$ cat src/rtl/tss_pkg.sv
package tss_pkg;

  typedef enum logic [2:0] {
    SRC_F1   = 3'b000,
    SRC_D2   = 3'b001,
    SRC_D4   = 3'b010,
    SRC_D8   = 3'b011,
    SRC_D32  = 3'b100,
    SRC_EXT  = 3'b101,
    SRC_OSC  = 3'b110,
    SRC_RSVD = 3'b111
  } src_e;

  typedef enum logic [1:0] {
    EDG_RISE     = 2'b00,
    EDG_FALL     = 2'b01,
    EDG_BOTH     = 2'b10,
    EDG_RISE_ALT = 2'b11
  } edge_e;

  localparam int NUM_TAPS = 5;

  // log2 of the division ratio for each prescaler tap
  function automatic int tap_log2(input int idx);
    case (idx)
      0:       return 0;
      1:       return 1;
      2:       return 2;
      3:       return 3;
      default: return 5;
    endcase
  endfunction

endpackage

$ cat src/rtl/tss_prescaler.sv
module tss_prescaler #(
  parameter int CNT_W    = 5,
  parameter int NUM_TAPS = tss_pkg::NUM_TAPS
) (
  input  logic                clk,
  input  logic                rst,
  output logic [NUM_TAPS-1:0] tap_en
);

  logic [CNT_W-1:0] div_cnt;

  always_ff @(posedge clk) begin
    if (rst) div_cnt <= '0;
    else     div_cnt <= div_cnt + 1'b1;
  end

  for (genvar gi = 0; gi < NUM_TAPS; gi++) begin : g_tap
    localparam int LG = tss_pkg::tap_log2(gi);
    if (LG == 0) begin : g_undiv
      assign tap_en[gi] = 1'b1;
    end else begin : g_div
      assign tap_en[gi] = (div_cnt[LG-1:0] == '0);
    end
  end

endmodule

$ cat src/rtl/tss_ext_edge.sv
module tss_ext_edge #(
  parameter int SYNC_STAGES = 2,
  parameter int MIN_PW      = 3
) (
  input  logic clk,
  input  logic rst,
  input  logic ext_in,
  output logic rise,
  output logic fall,
  output logic pw_err
);

  localparam int RUN_W = $clog2(MIN_PW + 1);
  localparam logic [RUN_W-1:0] MIN_V = RUN_W'(MIN_PW);

  logic [SYNC_STAGES-1:0] sync_q;
  logic                   prev_q;
  logic                   lvl;
  logic                   edge_seen;
  logic                   armed;
  logic [RUN_W-1:0]       run_cnt;
  logic                   err_q;

  always_ff @(posedge clk) begin
    if (rst) sync_q[0] <= 1'b0;
    else     sync_q[0] <= ext_in;
  end

  for (genvar gs = 1; gs < SYNC_STAGES; gs++) begin : g_sync
    always_ff @(posedge clk) begin
      if (rst) sync_q[gs] <= 1'b0;
      else     sync_q[gs] <= sync_q[gs-1];
    end
  end

  assign lvl = sync_q[SYNC_STAGES-1];

  always_ff @(posedge clk) begin
    if (rst) prev_q <= 1'b0;
    else     prev_q <= lvl;
  end

  assign edge_seen = lvl ^ prev_q;
  assign rise      = lvl & ~prev_q;
  assign fall      = ~lvl & prev_q;

  // run_cnt holds the length of the current phase, saturating at MIN_PW
  always_ff @(posedge clk) begin
    if (rst) begin
      run_cnt <= '0;
      armed   <= 1'b0;
      err_q   <= 1'b0;
    end else if (edge_seen) begin
      run_cnt <= RUN_W'(1);
      armed   <= 1'b1;
      if (armed && (run_cnt < MIN_V)) err_q <= 1'b1;
    end else if (run_cnt < MIN_V) begin
      run_cnt <= run_cnt + 1'b1;
    end
  end

  assign pw_err = err_q;

endmodule

$ cat src/rtl/tss_src_mux.sv
module tss_src_mux #(
  parameter int NUM_TAPS = tss_pkg::NUM_TAPS
) (
  input  logic                clk,
  input  logic                rst,
  input  logic [2:0]          src_sel,
  input  logic [1:0]          edge_sel,
  input  logic                ext_en,
  input  logic                pwm_lock,
  input  logic                osc_on,
  input  logic                osc_tick,
  input  logic [NUM_TAPS-1:0] tap_en,
  input  logic                rise,
  input  logic                fall,
  output logic                cnt_en
);
  import tss_pkg::*;

  logic ext_evt;
  logic sel_evt;

  always_comb begin
    case (edge_e'(edge_sel))
      EDG_FALL: ext_evt = fall;
      EDG_BOTH: ext_evt = rise | fall;
      default:  ext_evt = rise;
    endcase
  end

  always_comb begin
    case (src_e'(src_sel))
      SRC_F1:  sel_evt = tap_en[0];
      SRC_D2:  sel_evt = tap_en[1];
      SRC_D4:  sel_evt = tap_en[2];
      SRC_D8:  sel_evt = tap_en[3];
      SRC_D32: sel_evt = tap_en[NUM_TAPS-1];
      SRC_EXT: sel_evt = ext_evt & ext_en & ~pwm_lock;
      SRC_OSC: sel_evt = osc_tick & osc_on;
      default: sel_evt = 1'b0;
    endcase
  end

  always_ff @(posedge clk) begin
    if (rst) cnt_en <= 1'b0;
    else     cnt_en <= sel_evt;
  end

endmodule

$ cat src/rtl/tmr_src_sel.sv
module tmr_src_sel #(
  parameter int PRE_W       = 5,
  parameter int SYNC_STAGES = 2,
  parameter int MIN_PW      = 3
) (
  input  logic       clk,
  input  logic       rst,
  input  logic [2:0] src_sel,
  input  logic [1:0] edge_sel,
  input  logic       ext_en,
  input  logic       pwm_lock,
  input  logic       osc_on,
  input  logic       osc_tick,
  input  logic       ext_in,
  output logic       cnt_en,
  output logic       pw_err
);

  localparam int NTAP = tss_pkg::NUM_TAPS;

  logic [NTAP-1:0] tap_en;
  logic            ext_rise;
  logic            ext_fall;

  tss_prescaler #(.CNT_W(PRE_W), .NUM_TAPS(NTAP)) u_pre (
    .clk    (clk),
    .rst    (rst),
    .tap_en (tap_en)
  );

  tss_ext_edge #(.SYNC_STAGES(SYNC_STAGES), .MIN_PW(MIN_PW)) u_ext (
    .clk    (clk),
    .rst    (rst),
    .ext_in (ext_in),
    .rise   (ext_rise),
    .fall   (ext_fall),
    .pw_err (pw_err)
  );

  tss_src_mux #(.NUM_TAPS(NTAP)) u_mux (
    .clk      (clk),
    .rst      (rst),
    .src_sel  (src_sel),
    .edge_sel (edge_sel),
    .ext_en   (ext_en),
    .pwm_lock (pwm_lock),
    .osc_on   (osc_on),
    .osc_tick (osc_tick),
    .tap_en   (tap_en),
    .rise     (ext_rise),
    .fall     (ext_fall),
    .cnt_en   (cnt_en)
  );

endmodule

$ cat config.mk
export PLATFORM = sky130hd
export DESIGN_NAME = tmr_src_sel
export DESIGN_NICKNAME = d
export VERILOG_FILES = /design/src/rtl/tss_pkg.sv /design/src/rtl/tss_prescaler.sv /design/src/rtl/tss_ext_edge.sv /design/src/rtl/tss_src_mux.sv /design/src/rtl/tmr_src_sel.sv
export SDC_FILE = /design/constraint.sdc
export NUM_CORES = 1
export LEC_CHECK = 0
export CAP_MARGIN = 20
export CORE_MARGIN = 3
export CORE_UTILIZATION = 47
export DETAILED_ROUTE_END_ITERATION = 8
export GPL_TIMING_DRIVEN = 0
export HOLD_SLACK_MARGIN = 0.02
export PLACE_DENSITY_LB_ADDON = 0.25
export SYNTH_ARGS = -nofsm -noshare
export SYNTH_HDL_FRONTEND = slang
export SYNTH_SLANG_ARGS = --single-unit
$ cat constraint.sdc
create_clock -name clk -period 2 [get_ports clk]
set_clock_uncertainty 0.15 [all_clocks]
set_input_delay 0.4 -clock clk [delete_from_list [all_inputs] [get_ports clk]]
set_output_delay 0.4 -clock clk [all_outputs]
set_load 0.03 [all_outputs]
# --- Word level (Yosys, flattened, before mapping) ---
# Index checks and enable logic that the tools add are counted.
totals:
  out_inout_bits: 2
  ram_bits: 0
  regBits: 13
  n_memories: 0
  wordCells: 43
  rom_bits: 0
  latch_bits: 0
op_classes:
  muxes: 4
  n_eq_ne: 8
  order_cmp: 1
  shifts: 0
  n_bitwise: 11
  n_mul: 0
  n_addsub: 2
  reduce_logical: 8
  div: 0
ops:
  columns: ["cell", "count"]
  rows:
  - ["equality test 3 bit, second input constant", 3]
  - ["one-hot mux 1 bit (7 select lines)", 1]
  - ["equality test 3 x 2 -> 1 bit, second input constant", 2]
  - ["zero test 3 bit", 2]
  - ["adder 5 x 1 -> 5 bit, second input constant", 1]
  - ["bitwise AND 1 bit", 5]
  - ["zero test 5 bit", 1]
  - ["NOT 1 bit", 4]
  - ["equality test 3 x 1 -> 1 bit, second input constant", 1]
  - ["adder 2 x 1 -> 2 bit, second input constant", 1]
  - ["equality test 2 x 1 -> 1 bit, second input constant", 1]
  - ["equality test 2 bit, second input constant", 1]
  - ["zero test 2 bit", 1]
  - ["< comparator 2 bit, second input constant", 1]
  - ["two-way mux 1 bit", 2]
  - ["one-hot mux 1 bit (2 select lines)", 1]
  - ["AND reduction 2 bit", 1]
  - ["nonzero test 2 bit", 1]
  - ["OR reduction 2 bit", 1]
  - ["logical AND 1 bit", 1]
  - ["bitwise OR 1 bit", 1]
  - ["XOR 1 bit", 1]

# --- Logic depth before layout (Yosys ltp) ---
logic_depth:
  ltp_word: 7
  mapped_depth: 5

# --- Cells and area by module ---
# A second synthesis with hierarchy kept.
hier_totals:
  hier_cells: 64
  hier_area_um2: 644.4
by_module_without_submodules:
  columns: ["mod", "area_each_um2", "seq_area_each_um2", "cells_per_inst", "instances"]
  rows:
  - ["tss_ext_edge", 259.0, 140.1, 24, 1]
  - ["tss_prescaler", 242.7, 100.1, 25, 1]
  - ["tss_src_mux", 142.6, 20.0, 15, 1]

# --- Least setup slack after synthesis ---
# Ideal clock, no wire load.
synth_path:
  path_type: "reg-to-reg"
  from: "register u_pre.div_cnt[0]"
  to: "register u_mux.cnt_en"
  slack_ps: 484
  arrival_time_ps: 1249
  required_time_ps: 1734
  stages_incl_launch_ff: 6
  synth_period_minus_slack_ps: 1516
  path_buffers: 0
  path_cell_list: "dfxtp_1 > inv_1 > ha_1 > nor4b_1 > or3_1 > a41o_1"
synth_between:
  elab_chain_cells: 2
  elab_cells_between_ends: 5
synth_lines:
  columns: ["item", "line", "source"]
  rows:
  - ["start: declaration", "tss_prescaler.sv:10", "logic [CNT_W-1:0] div_cnt;"]
  - ["start signal: assignment", "tss_prescaler.sv:14", "else div_cnt <= div_cnt + 1'b1;"]
  - ["NOT 1 bit", "tss_prescaler.sv:22", "assign tap_en[gi] = (div_cnt[LG-1:0] == '0);"]
  - ["net tap_en[1]", "tmr_src_sel.sv:21", "logic [NTAP-1:0] tap_en;"]
  - ["one-hot mux 1 bit (7 select lines)", "tss_src_mux.sv:31", "case (src_e'(src_sel))"]
  - ["end signal: assignment", "tss_src_mux.sv:45", "else cnt_en <= sel_evt;"]
  - ["end: declaration", "tss_src_mux.sv:15", "output logic cnt_en"]
# The timed path passes the listed nets, and every way through them passes these cells.
# A chain may end at the register's enable or synchronous reset.

# --- Worst setup path in the final report ---
layout_path:
  from: "register u_ext.err_q, in the netlist u_ext.pw_err"
  to: "output pw_err"
layout_rtl:
  columns: ["item", "line", "source"]
  rows:
  - ["start: declaration", "tss_ext_edge.sv:22", "logic err_q;"]
  - ["start signal: assignment", "tss_ext_edge.sv:52", "err_q <= 1'b0;"]
  - ["start signal: assignment", "tss_ext_edge.sv:56", "if (armed && (run_cnt < MIN_V)) err_q <= 1'b1;"]
  - ["end: declaration", "tmr_src_sel.sv:16", "output logic pw_err"]
# No word-level cell between the ends.

==> impl_metrics.yaml <==
floorplanning:
  fp-row-count: 12
  fp.dieH_um: 42.6
  initial_core_util: 0.536
  core_area_mm2: 0.00117
  io_pins: 14
  fp.dieW_um: 42.6
  dieArea_mm2: 0.00181
detailed_routing:
  antenna_left: 0
  drtPass1Iterations: 2
  drt_wl_total_um: 1040
  num_vias: 464
  drc_errors: 0
  wl_per_cell_um: 11.0
  first_iter_violations: 1
  detail_route.vias_per_cell: 4.94
critical_path:
  start_kind: "flip-flop"
  crit_path_top_delay_cell: "clkdlybuf4s50_1"
  cp_num_cells: 1
  cp_top_family: "buffers and inverters"
  cp_slowest_stage_delay_ps: 670
  cp_data_required_time_ps: 1450
  r2r_cells: 5
  crit_buf_inv: 1
  crit_start: "u_ext.pw_err"
  path_class: "flip-flop to primary output"
  crit_chain: "clkdlybuf4s50_1"
  critPathCaptureType: "primary output"
  reg2reg_slack_ps: 400
  cp-endpoint: "pw_err"
  reg2reg_to: "u_mux.cnt_en"
  worstPathArrival_ps: 1270
  crit_fanout: 2
  r2r_start: "u_pre.div_cnt[0]"
logic_synthesis:
  synth.distinct_cells: 23
  synth_compound_area_frac: 0.106
  synthAdderAreaFrac: 0.139
  yosysTopAreaCell: "dfxtp_1"
  synth.mux.area_fraction: 0.0398
  synthTopCellsByArea: "dfxtp_1 41%, ha_1 14%, nor2b_1 6.0%"
  yosys_warnings: 0
  synth_top_family_by_area: "simple AND/OR/NAND/NOR gates"
  ys_ff_latch: 13
  synth_area_per_cell_um2: 9.97
  netlist_area_um2: 628
  synth_top_area_frac: 0.414
  synth_simple_gate_area_frac: 0.197
  postSynthCellCount: 63
  syn-num-nets: 82
  ys_seq_area_frac: 0.414
  synthXorXnorAreaFrac: 0.0558
sta:
  relSlewSlack: 0.735
  worstMarginPinSlew_ps: 397
  slew_violations: 0
  hold_violations: 0
  finalCritPeriodShare: 0.912
  rsz0062_at_grt: "false"
  period_needed_ps: 1820
  setup_viol: 0
  timing.fmax_mhz: 548
  finalSetupTns_ps: 0
clock_tree:
  cts_tree: "built"
  path_clk_slew_ps: 70
  cts_root_buf: "clkbuf_4"
  htreeDepth: 1
  cts.sinks: 13
  clk_latency_ps: 270
  ctsHoldBuffers: 0
  ctsLongestPathBuffers: 2
  cts_resized: 0
  numCtsBuffers: 3
  cts_setup_buffers: 0
hold_path:
  hp-class: "flip-flop to flip-flop"
global_route:
  grt_use_total: 0.135
  grt_pass1_wl_um: 1720
  overflow: 0
  grt_pass1_vias: 391
  antenna_found_initial: 0
  grt_max_degree: 11
power_and_ir_drop:
  p_leak_uw: 0.000332
  powerDensity_mw_per_mm2: 678
  peakVddDrop_uv: 453
placed_design:
  portBuffers: 13
  finalWeightedCongestion: 0.730
  hpwl_um: 794
  place_area_um2: 776
layout:
  fillerInstances: 100
  n_antenna_cell: 0
  final_cell_mix: "13 x clkdlybuf4s50_1, 13 x dfxtp_1, 7 x inv_1, 7 x nor2_1, 7 x ha_1"
  final_area_um2: 802
  syn_to_final_growth_pct: 27.7
  layout-drive-gt1-share: 0.0625
  layout.nets: 100
run_status:
  status: "complete, no violations"
job:
  drv_cap: 0
[routing by layer]
layer  routed length (um)  global-route usage  vias up
met1                  489               0.150      202
met2                  437               0.182       14
met5                    0                   0        -
met4                   34               0.112        0
met3                   76              0.0773        5
li1                     -                   -      243
[cell usage after synthesis (all sizes together)]
cell type	number
mux2	1
nand3	2
a21oi	3
dfxtp	13
a21boi	1
o22ai	1
or3b	1
inv	7
nor2b	6
ha	7
a41o	1
mux2i	1
nand4b	1
or3	1
nand2	1
xor2	3
nor2	7
clkbuf	1
xnor2	1
a2111oi	1
nor4b	1
nand2b	1
nor3b	1
[flip-flops by register name, indices dropped and copies added (netlist names)]
name,flops
u_ext.sync_q,1
u_ext.armed,1
u_ext.pw_err,1
u_ext.run_cnt,2
u_ext.prev_q,1
u_pre.div_cnt,5
u_mux.cnt_en,1
u_ext.lvl,1
[power breakdown]
group	total (uW)	internal, uW	switching, uW
Sequential	288	276	11.7
Combinational	98.9	57.4	41.4
Clock	157	77.3	79.5
[stage by stage]
stage           util  hold slack, ps  instances  total power (uW)  setup WS, ps
2_1_floorplan      -             264         63               351           484
3_3_place_gp   0.662             268         90               390          47.1
3_5_place_dp   0.662             284         90               394          36.1
4_1_cts        0.685             298         94               555           159
5_1_grt        0.685             316         94               580           128
6_report       0.685             296         94               544           176
[layout make-up]
| class | count | area, um2 | share of cell area |
|---|---|---|---|
| clock buffer | 4 | 26.3 | 0.0328 |
| inverter | 7 | 26.3 | 0.0328 |
| timing repair buffer | 13 | 130 | 0.162 |
| multi-input combinational | 42 | 338 | 0.421 |
| buffer | 1 | 3.75 | 0.00468 |
| tap | 14 | 17.5 | 0.0218 |
| sequential | 13 | 260 | 0.324 |
[worst min path at each step]
| stage | start | endpoint | cells past startpoint |
|---|---|---|---|
| after detailed placement | u_ext.sync_q[0] | u_ext.lvl | 1 |
| after global placement | u_ext.sync_q[0] | u_ext.lvl | 1 |
| after CTS | u_ext.armed | u_ext.armed | 2 |
| after global routing | u_ext.armed | u_ext.armed | 2 |
| after floorplan | u_ext.sync_q[0] | u_ext.lvl | 1 |
| final | u_ext.armed | u_ext.armed | 2 |
[cell families (layout without fill, tap and decap cells)]
kind of cell | count (synthesis) | after routing
AO/OA/AOI/OAI | 7 | 7
XOR/XNOR | 4 | 4
adder cells (fa/ha/maj) | 7 | 7
buffers and inverters | 8 | 25
flip-flops | 13 | 13
multiplexers | 2 | 2
AND/OR/NAND/NOR | 22 | 22
(Power assumes the default switching activity.)
